$ cat src/rtl/gpio_pkg.sv
package gpio_pkg;
   localparam int unsigned BUS_AW  = 12;
   localparam int unsigned BUS_DW  = 32;
   localparam int unsigned WORD_AW = BUS_AW - 2;

   // word indices (byte offset / 4) of the control registers
   localparam logic [WORD_AW-1:0] W_DIR   = 10'h100;
   localparam logic [WORD_AW-1:0] W_SENSE = 10'h101;
   localparam logic [WORD_AW-1:0] W_BOTH  = 10'h102;
   localparam logic [WORD_AW-1:0] W_EVENT = 10'h103;
   localparam logic [WORD_AW-1:0] W_EN    = 10'h104;
   localparam logic [WORD_AW-1:0] W_RAW   = 10'h105;
   localparam logic [WORD_AW-1:0] W_MSK   = 10'h106;
   localparam logic [WORD_AW-1:0] W_CLR   = 10'h107;
   localparam logic [WORD_AW-1:0] W_IDENT = 10'h108;

   typedef struct packed {
      logic [7:0] dir;
      logic [7:0] sense;
      logic [7:0] both;
      logic [7:0] event_pol;
      logic [7:0] en;
   } gpio_cfg_t;
endpackage

$ cat src/rtl/gpio_sync.sv
module gpio_sync #(
   parameter int unsigned NPIN   = 8,
   parameter int unsigned STAGES = 2
) (
   input  logic            clk,
   input  logic            rst_n,
   input  logic [NPIN-1:0] d_in,
   output logic [NPIN-1:0] d_sync
);
   if (STAGES < 2) begin : g_bad_stages
      $error("gpio_sync: STAGES must be at least 2");
   end

   logic [NPIN-1:0] chain [STAGES];

   for (genvar s = 0; s < STAGES; s++) begin : g_stage
      always_ff @(posedge clk or negedge rst_n) begin
         if (!rst_n) chain[s] <= '0;
         else if (s == 0) chain[s] <= d_in;
         else chain[s] <= chain[(s == 0) ? 0 : s-1];
      end
   end

   assign d_sync = chain[STAGES-1];
endmodule

$ cat src/rtl/gpio_irq_detect.sv
module gpio_irq_detect #(
   parameter int unsigned NPIN = 8
) (
   input  logic            clk,
   input  logic            rst_n,
   input  logic [NPIN-1:0] pin_sync,
   input  logic [NPIN-1:0] sense,
   input  logic [NPIN-1:0] both,
   input  logic [NPIN-1:0] event_pol,
   input  logic [NPIN-1:0] clr,
   output logic [NPIN-1:0] raw
);
   logic [NPIN-1:0] prev_q;

   always_ff @(posedge clk or negedge rst_n) begin
      if (!rst_n) prev_q <= '0;
      else prev_q <= pin_sync;
   end

   for (genvar i = 0; i < NPIN; i++) begin : g_pin
      logic rise, fall, hit, latch_q;
      assign rise = pin_sync[i] & ~prev_q[i];
      assign fall = ~pin_sync[i] & prev_q[i];
      assign hit  = both[i] ? (rise | fall) : (event_pol[i] ? rise : fall);

      always_ff @(posedge clk or negedge rst_n) begin
         if (!rst_n) latch_q <= 1'b0;
         else if (!sense[i] && hit) latch_q <= 1'b1;
         else if (clr[i]) latch_q <= 1'b0;
      end

      assign raw[i] = sense[i] ? (pin_sync[i] == event_pol[i]) : latch_q;
   end
endmodule

$ cat src/rtl/gpio_regs.sv
module gpio_regs
   import gpio_pkg::*;
#(
   parameter int unsigned        NPIN     = 8,
   parameter logic [BUS_DW-1:0]  ID_VALUE = 32'h0004_1061
) (
   input  logic              clk,
   input  logic              rst_n,
   input  logic              bus_sel,
   input  logic              bus_wr,
   input  logic [BUS_AW-1:0] bus_addr,
   input  logic [BUS_DW-1:0] bus_wdata,
   output logic [BUS_DW-1:0] bus_rdata,
   input  logic [NPIN-1:0]   pin_sync,
   input  logic [NPIN-1:0]   raw,
   input  logic [NPIN-1:0]   mis,
   output gpio_cfg_t         cfg,
   output logic [NPIN-1:0]   dout,
   output logic [NPIN-1:0]   clr
);
   localparam int unsigned MASK_LO = 2;
   localparam int unsigned MASK_HI = MASK_LO + NPIN - 1;

   logic [WORD_AW-1:0] widx;
   logic               in_win, do_wr, do_rd;
   logic [NPIN-1:0]    amask, wbits, pin_view;
   logic [BUS_DW-1:0]  rd_next;

   assign widx   = bus_addr[BUS_AW-1:2];
   assign in_win = (bus_addr[BUS_AW-1:10] == '0);
   assign do_wr  = bus_sel & bus_wr;
   assign do_rd  = bus_sel & ~bus_wr;
   assign amask  = bus_addr[MASK_HI:MASK_LO];
   assign wbits  = bus_wdata[NPIN-1:0];

   always_ff @(posedge clk or negedge rst_n) begin
      if (!rst_n) begin
         cfg <= '0;
      end else if (do_wr) begin
         case (widx)
            W_DIR:   cfg.dir       <= wbits;
            W_SENSE: cfg.sense     <= wbits;
            W_BOTH:  cfg.both      <= wbits;
            W_EVENT: cfg.event_pol <= wbits;
            W_EN:    cfg.en        <= wbits;
            default: ;
         endcase
      end
   end

   // pin latch: only pins selected by the address and driven as outputs
   always_ff @(posedge clk or negedge rst_n) begin
      if (!rst_n) dout <= '0;
      else if (do_wr && in_win)
         dout <= (dout & ~(amask & cfg.dir)) | (wbits & amask & cfg.dir);
   end

   assign clr = (do_wr && widx == W_CLR) ? wbits : '0;

   assign pin_view = (cfg.dir & dout) | (~cfg.dir & pin_sync);

   always_comb begin
      rd_next = '0;
      if (in_win) begin
         rd_next[NPIN-1:0] = pin_view & amask;
      end else begin
         case (widx)
            W_DIR:   rd_next[NPIN-1:0] = cfg.dir;
            W_SENSE: rd_next[NPIN-1:0] = cfg.sense;
            W_BOTH:  rd_next[NPIN-1:0] = cfg.both;
            W_EVENT: rd_next[NPIN-1:0] = cfg.event_pol;
            W_EN:    rd_next[NPIN-1:0] = cfg.en;
            W_RAW:   rd_next[NPIN-1:0] = raw;
            W_MSK:   rd_next[NPIN-1:0] = mis;
            W_IDENT: rd_next           = ID_VALUE;
            default: rd_next           = '0;
         endcase
      end
   end

   always_ff @(posedge clk or negedge rst_n) begin
      if (!rst_n) bus_rdata <= '0;
      else if (do_rd) bus_rdata <= rd_next;
   end
endmodule

$ cat src/rtl/gpio_mask_irq.sv
module gpio_mask_irq #(
   parameter int unsigned NPIN        = 8,
   parameter int unsigned SYNC_STAGES = 2
) (
   input  logic        clk,
   input  logic        rst_n,
   input  logic        bus_sel,
   input  logic        bus_wr,
   input  logic [11:0] bus_addr,
   input  logic [31:0] bus_wdata,
   output logic [31:0] bus_rdata,
   input  logic [7:0]  pin_in,
   output logic [7:0]  pin_out,
   output logic [7:0]  pin_oe,
   output logic        irq
);
   import gpio_pkg::*;

   if (NPIN != 8) begin : g_bad_npin
      $error("gpio_mask_irq: address mask field fixes NPIN at 8");
   end

   gpio_cfg_t       cfg;
   logic [NPIN-1:0] pin_sync, raw_w, mis_w, dout_w, clr_w;
   logic            irq_q;

   gpio_sync #(.NPIN(NPIN), .STAGES(SYNC_STAGES)) u_sync (
      .clk(clk), .rst_n(rst_n), .d_in(pin_in), .d_sync(pin_sync)
   );

   gpio_irq_detect #(.NPIN(NPIN)) u_det (
      .clk(clk), .rst_n(rst_n), .pin_sync(pin_sync),
      .sense(cfg.sense), .both(cfg.both), .event_pol(cfg.event_pol),
      .clr(clr_w), .raw(raw_w)
   );

   assign mis_w = raw_w & cfg.en;

   gpio_regs #(.NPIN(NPIN)) u_regs (
      .clk(clk), .rst_n(rst_n), .bus_sel(bus_sel), .bus_wr(bus_wr),
      .bus_addr(bus_addr), .bus_wdata(bus_wdata), .bus_rdata(bus_rdata),
      .pin_sync(pin_sync), .raw(raw_w), .mis(mis_w),
      .cfg(cfg), .dout(dout_w), .clr(clr_w)
   );

   always_ff @(posedge clk or negedge rst_n) begin
      if (!rst_n) irq_q <= 1'b0;
      else irq_q <= |mis_w;
   end

   assign irq     = irq_q;
   assign pin_out = dout_w;
   assign pin_oe  = cfg.dir;
endmodule

$ cat config.mk
export PLATFORM = sky130hd
export DESIGN_NAME = gpio_mask_irq
export DESIGN_NICKNAME = d
export VERILOG_FILES = /design/src/rtl/gpio_pkg.sv /design/src/rtl/gpio_sync.sv /design/src/rtl/gpio_irq_detect.sv /design/src/rtl/gpio_regs.sv /design/src/rtl/gpio_mask_irq.sv
export SDC_FILE = /design/constraint.sdc
export NUM_CORES = 1
export LEC_CHECK = 0
export BUFFER_PORTS_ARGS = -buffer_cell sky130_fd_sc_hd__buf_4
export CAP_MARGIN = 30
export CORE_ASPECT_RATIO = 0.5
export CORE_MARGIN = 2
export CORE_UTILIZATION = 40
export CTS_BUF_LIST = sky130_fd_sc_hd__clkbuf_16
export CTS_CLUSTER_SIZE = 10
export DETAILED_ROUTE_END_ITERATION = 10
export PLACE_DENSITY_LB_ADDON = 0.12
export SYNTH_ARGS = -nofsm -noshare
export SYNTH_HDL_FRONTEND = slang
export SYNTH_SLANG_ARGS = --single-unit
$ cat constraint.sdc
create_clock -name clk -period 2.6 [get_ports clk]
set_input_delay 0.26 -clock clk [delete_from_list [all_inputs] [get_ports clk]]
set_output_delay 0.26 -clock clk [all_outputs]
set_load 0.02 [all_outputs]
==> results of run 1 <==
==> cells by family (layout without fill, tap and decap cells) <==
group                      count (synthesis)  in the layout  synth area share [%]
and+or+nand+nor                          107            107                  11.1
DFF                                       90             90                  47.7
muxes                                     74             74                  17.8
AOI/OAI and AO/OA                         70             70                  9.93
buffers and inverters                     62            119                  7.65
adders and majority gates                 16             16                  4.24
xor gates and xnor gates                   8              8                  1.48
other                                      1             22                0.0794
==> worst reg2reg max path: stages (launching register included) <==
cell       delay, ps
dfrtp_1          440
xnor2_1          150
mux2_2           300
a2111oi_0        390
nand4_1          170
==> registers in the layout, summed over array words and instances (netlist names) <==
name and flops:
u_regs.cfg 40, u_regs.bus_rdata 9, u_det.g_pin.latch_q 8, u_det.prev_q 8, u_regs.dout 8, u_sync.chain 8
u_sync.d_sync 8, irq 1
==> cells in the final DEF (no fill, tap or decap), types with 2 or more instances in the layout <==
master,n
or2_2,2
clkbuf_16,9
a311oi_1,3
nor4_1,3
a31oi_1,6
o32ai_1,3
nor2b_1,6
nand2b_1,5
o22ai_1,2
o221ai_1,2
dfrtp_1,90
xnor2_1,7
nand3_1,14
or4_1,2
a21oi_1,5
nor2_1,17
mux2_2,50
a21boi_0,2
mux2_4,8
nor3_1,2
o21ai_0,28
mux2i_1,16
bufinv_16,3
a32oi_1,2
a2bb2oi_1,2
inv_1,21
a221o_1,2
ha_1,16
or3_1,2
nand2_1,44
a221oi_1,2
o22a_1,3
buf_4,82
conb_1,22
==> routing by layer <==
metal | share of wire, % | wire length [µm] | GRT usage (%)
met4 | 0.70 | 84 | 5.64
met1 | 48 | 5750 | 29.9
met2 | 42 | 5080 | 28.4
met3 | 9.0 | 1080 | 4.38
met5 | 0 | 0 | 0
==> power breakdown <==
part           internal (mW)  switching, mW
logic                  0.118          0.186
clock network          0.930          0.537
registers               1.44         0.0321
total                   2.49          0.755
==> path summary, 6_finish.rpt <==
kind                                  startpoint                to  slack (ps)  depth (start not counted)
worst max register to register  u_sync.d_sync[6]               irq         980                          4
min in group asynchronous                  rst_n    u_regs.dout[7]         490                          2
worst min-delay path                   pin_in[7]  u_sync.chain[15]          20                          1
max in group asynchronous                  rst_n   u_det.prev_q[6]        1460                          3
worst max-delay path                 bus_addr[7]     u_regs.cfg[0]         520                          7
worst min register to register   u_sync.chain[9]  u_sync.d_sync[1]         350                          0
==> area by class of cell <==
type	instances	share of cell area (%)
well taps	159	3.49
inverters	20	1.32
multi-input cells	297	38.5
repair buffers	84	11.3
clock inverters	6	1.89
clock buffers	9	3.95
flip-flops and latches	90	39.5
==> flow_summary.toml, run 1 <==
[status]
outcome = "complete, no violations"

[logic_synthesis]
yosys_register_bits = 90
ys_seq_area_share_pct = 47.7
synth_most_common_cell = "dfrtp_1"
synthFlopType = "dfrtp_1"
synth_edf_count = 0
async_flop_share_pct = 100
synthTopCellsByCount = "dfrtp_1 (90), mux2_2 (50), nand2_1 (44), buf_4 (31), o21ai_0 (28)"
synthCells = 428
synth.avg_cell_area_um2 = 11.0
netlist_top_cells_area = "dfrtp_1 (48%), mux2_2 (12%), buf_4 (4.9%)"
yosysTopAreaCell = "dfrtp_1"
yosys_warnings = 0
synth.distinct_cells = 55
netlist_area_um2 = 4730
synth_top_area_share_pct = 47.7

[global_route]
grt_antenna_before_repair = 0
grt_max_degree = 52
overflow = 0
grt_pass1_vias = 3280
grt_pass1_wl_um = 18600
grt_usage_pct = 19.8

[clock_tree]
cts_buffers = 9
cts_hold_buf = 1
tritoncts = "built"
cts_setup_buffers = 0
clk_latency_ps = 350
cts-root-buf = "clkbuf_16"
cts_buffer_depth = 2
clk_pin_slew_worst_paths_ps = 60
cts.htree.levels = 3
cts.sinks = 90
cts_resized = 0

[sta]
hold_viol_final = 0
holdWs_ps = 15.5
grt_setup_unrepaired = "false"
max_freq_mhz = 482
fin_worst_skew_ps = 5.00
setup_tns_ps = 0
fin_crit_sh_pct = 79.9
finalSetupViolCount = 0
worst_slack_ps = 524
period_minus_slack_ps = 2080
slew_viol_final = 0
tightest_slew_ps = 881
slew_headroom_pct = 41.0

[routing]
drt_iter0_markers = 254
dr.pass1.iters = 4
viasPerCell = 5.21
drtAntennaViolNets = 0
drc_errors = 0
drt_wl_total_um = 12000
post_drt_wl_per_cell_um = 18.1
vias = 3464

[final_layout]
antenna_cells = 0
finalNonFillerCells = 665
drive_above_1_share_pct = 32.0
final_area_um2 = 5700
area_growth_pct = 20.5
nets = 574
fill_cells = 1074
fin_util_pct = 50.6
multi_input_area_um2 = 2190
seqCellArea_um2 = 2250

[setup_path]
cp_max_fo = 8
critPathBufInv = 3
worst_ep_required_time_ps = 2830
slowest_stage = "or4_1"
slowest_delay_ps = 570
crit_path_end_kind = "flop"
path_delay_family = "simple AND/OR/NAND/NOR gates"
cp_common_cell = "buf_4"
crit_chain = "buf_4, or4_1, buf_4, or4_4, nor2_2, buf_4, mux2_2"
critPathArrivalTime_ps = 2300
worstSetupStartpointType = "input pin"
criticalPathCategory = "input pin to flop"

[power_and_ir_drop]
peakVddDrop_uv = 323
leakagePower_nw = 2.71
p_per_area_nw_per_um2 = 570
power.total_mw = 3.24

[floorplan]
die_area_um2 = 12800
die_h_um = 80.9
io_pins = 105
core.rowCount = 27
core_um2 = 11200
initial_core_util_pct = 42.0
die_x_um = 158

[place]
dp.cells = 649
dpl_cell_area_um2 = 5350
numPortBuffers = 56
gp_congestion = 0.851
dp_hpwl_um = 8790
pre_cts_ws_ps = 194

[min_path]
hold_path_class = "input pin to flop"

[flow_run]
max_cap_violations = 0
(Power assumes the default switching activity.)
==> run 2: changes to the inputs <==
clock period = 1.7 ns   (was 2.6 ns; I/O delays follow)
==> flow_summary.toml, run 2 (synthesized netlist as in run 1, its figures left out) <==
[status]
outcome = "complete, but fails checks"
violations = "setup timing"

[power_and_ir_drop]
p_per_area_nw_per_um2 = 767
leakagePower_nw = 2.92
power.total_mw = 4.68
peakVddDrop_uv = 399

[routing]
post_drt_wl_per_cell_um = 18.0
viasPerCell = 5.18
dr.pass1.iters = 4
drt_iter0_markers = 158
drc_errors = 0
drt_wl_total_um = 12600
drtAntennaViolNets = 0
vias = 3628

[sta]
fin_crit_sh_pct = 104
hold_viol_final = 0
slew_viol_final = 0
finalSetupViolCount = 23
grt_setup_unrepaired = "true"
setup_tns_ps = -699
period_minus_slack_ps = 1760
fin_worst_skew_ps = 7.01
max_freq_mhz = 568
worst_slack_ps = -61.8
holdWs_ps = 108

[setup_path]
crit_path_end_kind = "flop"
cp_max_fo = 5
crit_chain = "buf_6, or4b_4, or3_4, or3_4, buf_8, mux2_4"
critPathArrivalTime_ps = 1990
cp_common_cell = "or3_4"
slowest_stage = "or4b_4"
rrSetupSlack_ps = 130
worstSetupStartpointType = "input pin"
criticalPathCategory = "input pin to flop"
r2r-end = "irq"
slowest_delay_ps = 530
r2r_start = "u_sync.d_sync[0]"
reg2regPathDepth = 5
worst_ep_required_time_ps = 1930

[global_route]
grt_pass1_vias = 3508
overflow = 0
grt_pass1_wl_um = 19700
grt_max_degree = 91
grt_usage_pct = 21.1
grt_antenna_before_repair = 0

[clock_tree]
clk_latency_ps = 350
cts_buffers = 9
cts-root-buf = "clkbuf_16"
clk_pin_slew_worst_paths_ps = 70
cts.htree.levels = 3
cts.sinks = 90
tritoncts = "built"
cts_buffer_depth = 2

[final_layout]
regMostFlops = "u_regs.cfg"
fin_util_pct = 54.2
finalNonFillerCells = 701
final_common_cell = "buf_4"
nets = 609
final_area_um2 = 6100
largest_register_ffs = 40
top_regs = "u_regs.cfg (40), u_regs.bus_rdata (9)"
drive_above_1_share_pct = 37.3
area_growth_pct = 29.1
mostFrequentLayoutCells = "buf_4 (98), dfrtp_1 (90), nand2_1 (44), mux2_2 (43), o21ai_0 (25)"
antenna_cells = 0

[min_path]
min_from = "bus_wdata[1]"
hold_path_class = "input pin to flop"
worst_hold_path.num_cells = 3
holdPathEnd = "u_regs.cfg[1]"

[place]
dpl_cell_area_um2 = 5610
numPortBuffers = 56
dp.cells = 674
pre_cts_ws_ps = -514
dp_hpwl_um = 9190
gp_congestion = 0.899

[floorplan]
core_um2 = 11200
die_area_um2 = 12800
die_x_um = 158
core.rowCount = 27
initial_core_util_pct = 42.0
die_h_um = 80.9
io_pins = 105

[flow_run]
max_cap_violations = 0
-- run 2: cell count changes in the layout (fill, tap and decap cells not counted), moves of 7 or more --
cell / before / now
buf_6: 0 / 10
buf_4: 82 / 98
mux2_4: 8 / 15
mux2_2: 50 / 43
dlygate4sd3_1: 1 / 9
-- run 2: how the worst max path moves through the flow --
stage                startpoint                     end  slack, ps
global route        bus_addr[2]           u_regs.cfg[3]        -70
global placement    bus_addr[7]  u_det.g_pin[4].latch_q       -540
floorplan           bus_addr[7]          u_regs.cfg[16]       -440
CTS                 bus_addr[4]          u_regs.cfg[20]        -40
detailed placement  bus_addr[7]  u_det.g_pin[6].latch_q       -510
finish              bus_addr[4]          u_regs.cfg[20]        -60
-- run 2: timing repair --
item | CTS | global route
setup buffers | 1 | 1
hold buffers | 9 | 0
resized for setup | 15 | 9
pin swaps | 3 | 1
endpoints found under the hold margin | 98 | 0
endpoints found under the setup margin | 34 | 45
-- run 2: cell type report --
cell class / instances / area, µm²
Tap cell: 159 / 199
Multi-Input combinational cell: 297 / 2320
Clock inverter: 7 / 51.3
Timing Repair Buffer: 119 / 973
Clock buffer: 9 / 225
Fill cell: 1015 / 5150
Inverter: 20 / 75.1
Sequential cell: 90 / 2250
-- run 2: layer usage --
metal | up-vias | wire, µm | GRT usage [%]
li1 | 1696 | - | -
met1 | 1818 | 6170 | 30.8
met2 | 97 | 5600 | 32.2
met3 | 17 | 696 | 4.32
met4 | 0 | 157 | 5.09
met5 | - | 0 | 0
-- run 2: worst max-delay path: cells and delay by family --
| kind | cells | cell delay, ps |
|---|---|---|
| buffers and inverters | 2 | 240 |
| muxes | 1 | 290 |
| and+or+nand+nor | 3 | 1280 |
-- run 2: power breakdown --
| part | switching [mW] | total, mW | internal (mW) | leakage (nW) |
|---|---|---|---|---|
| clock | 0.894 | 1.90 | 1.00 | 0.134 |
| sequential | 0.0441 | 2.25 | 2.20 | 1.13 |
| combinational | 0.308 | 0.538 | 0.230 | 1.65 |
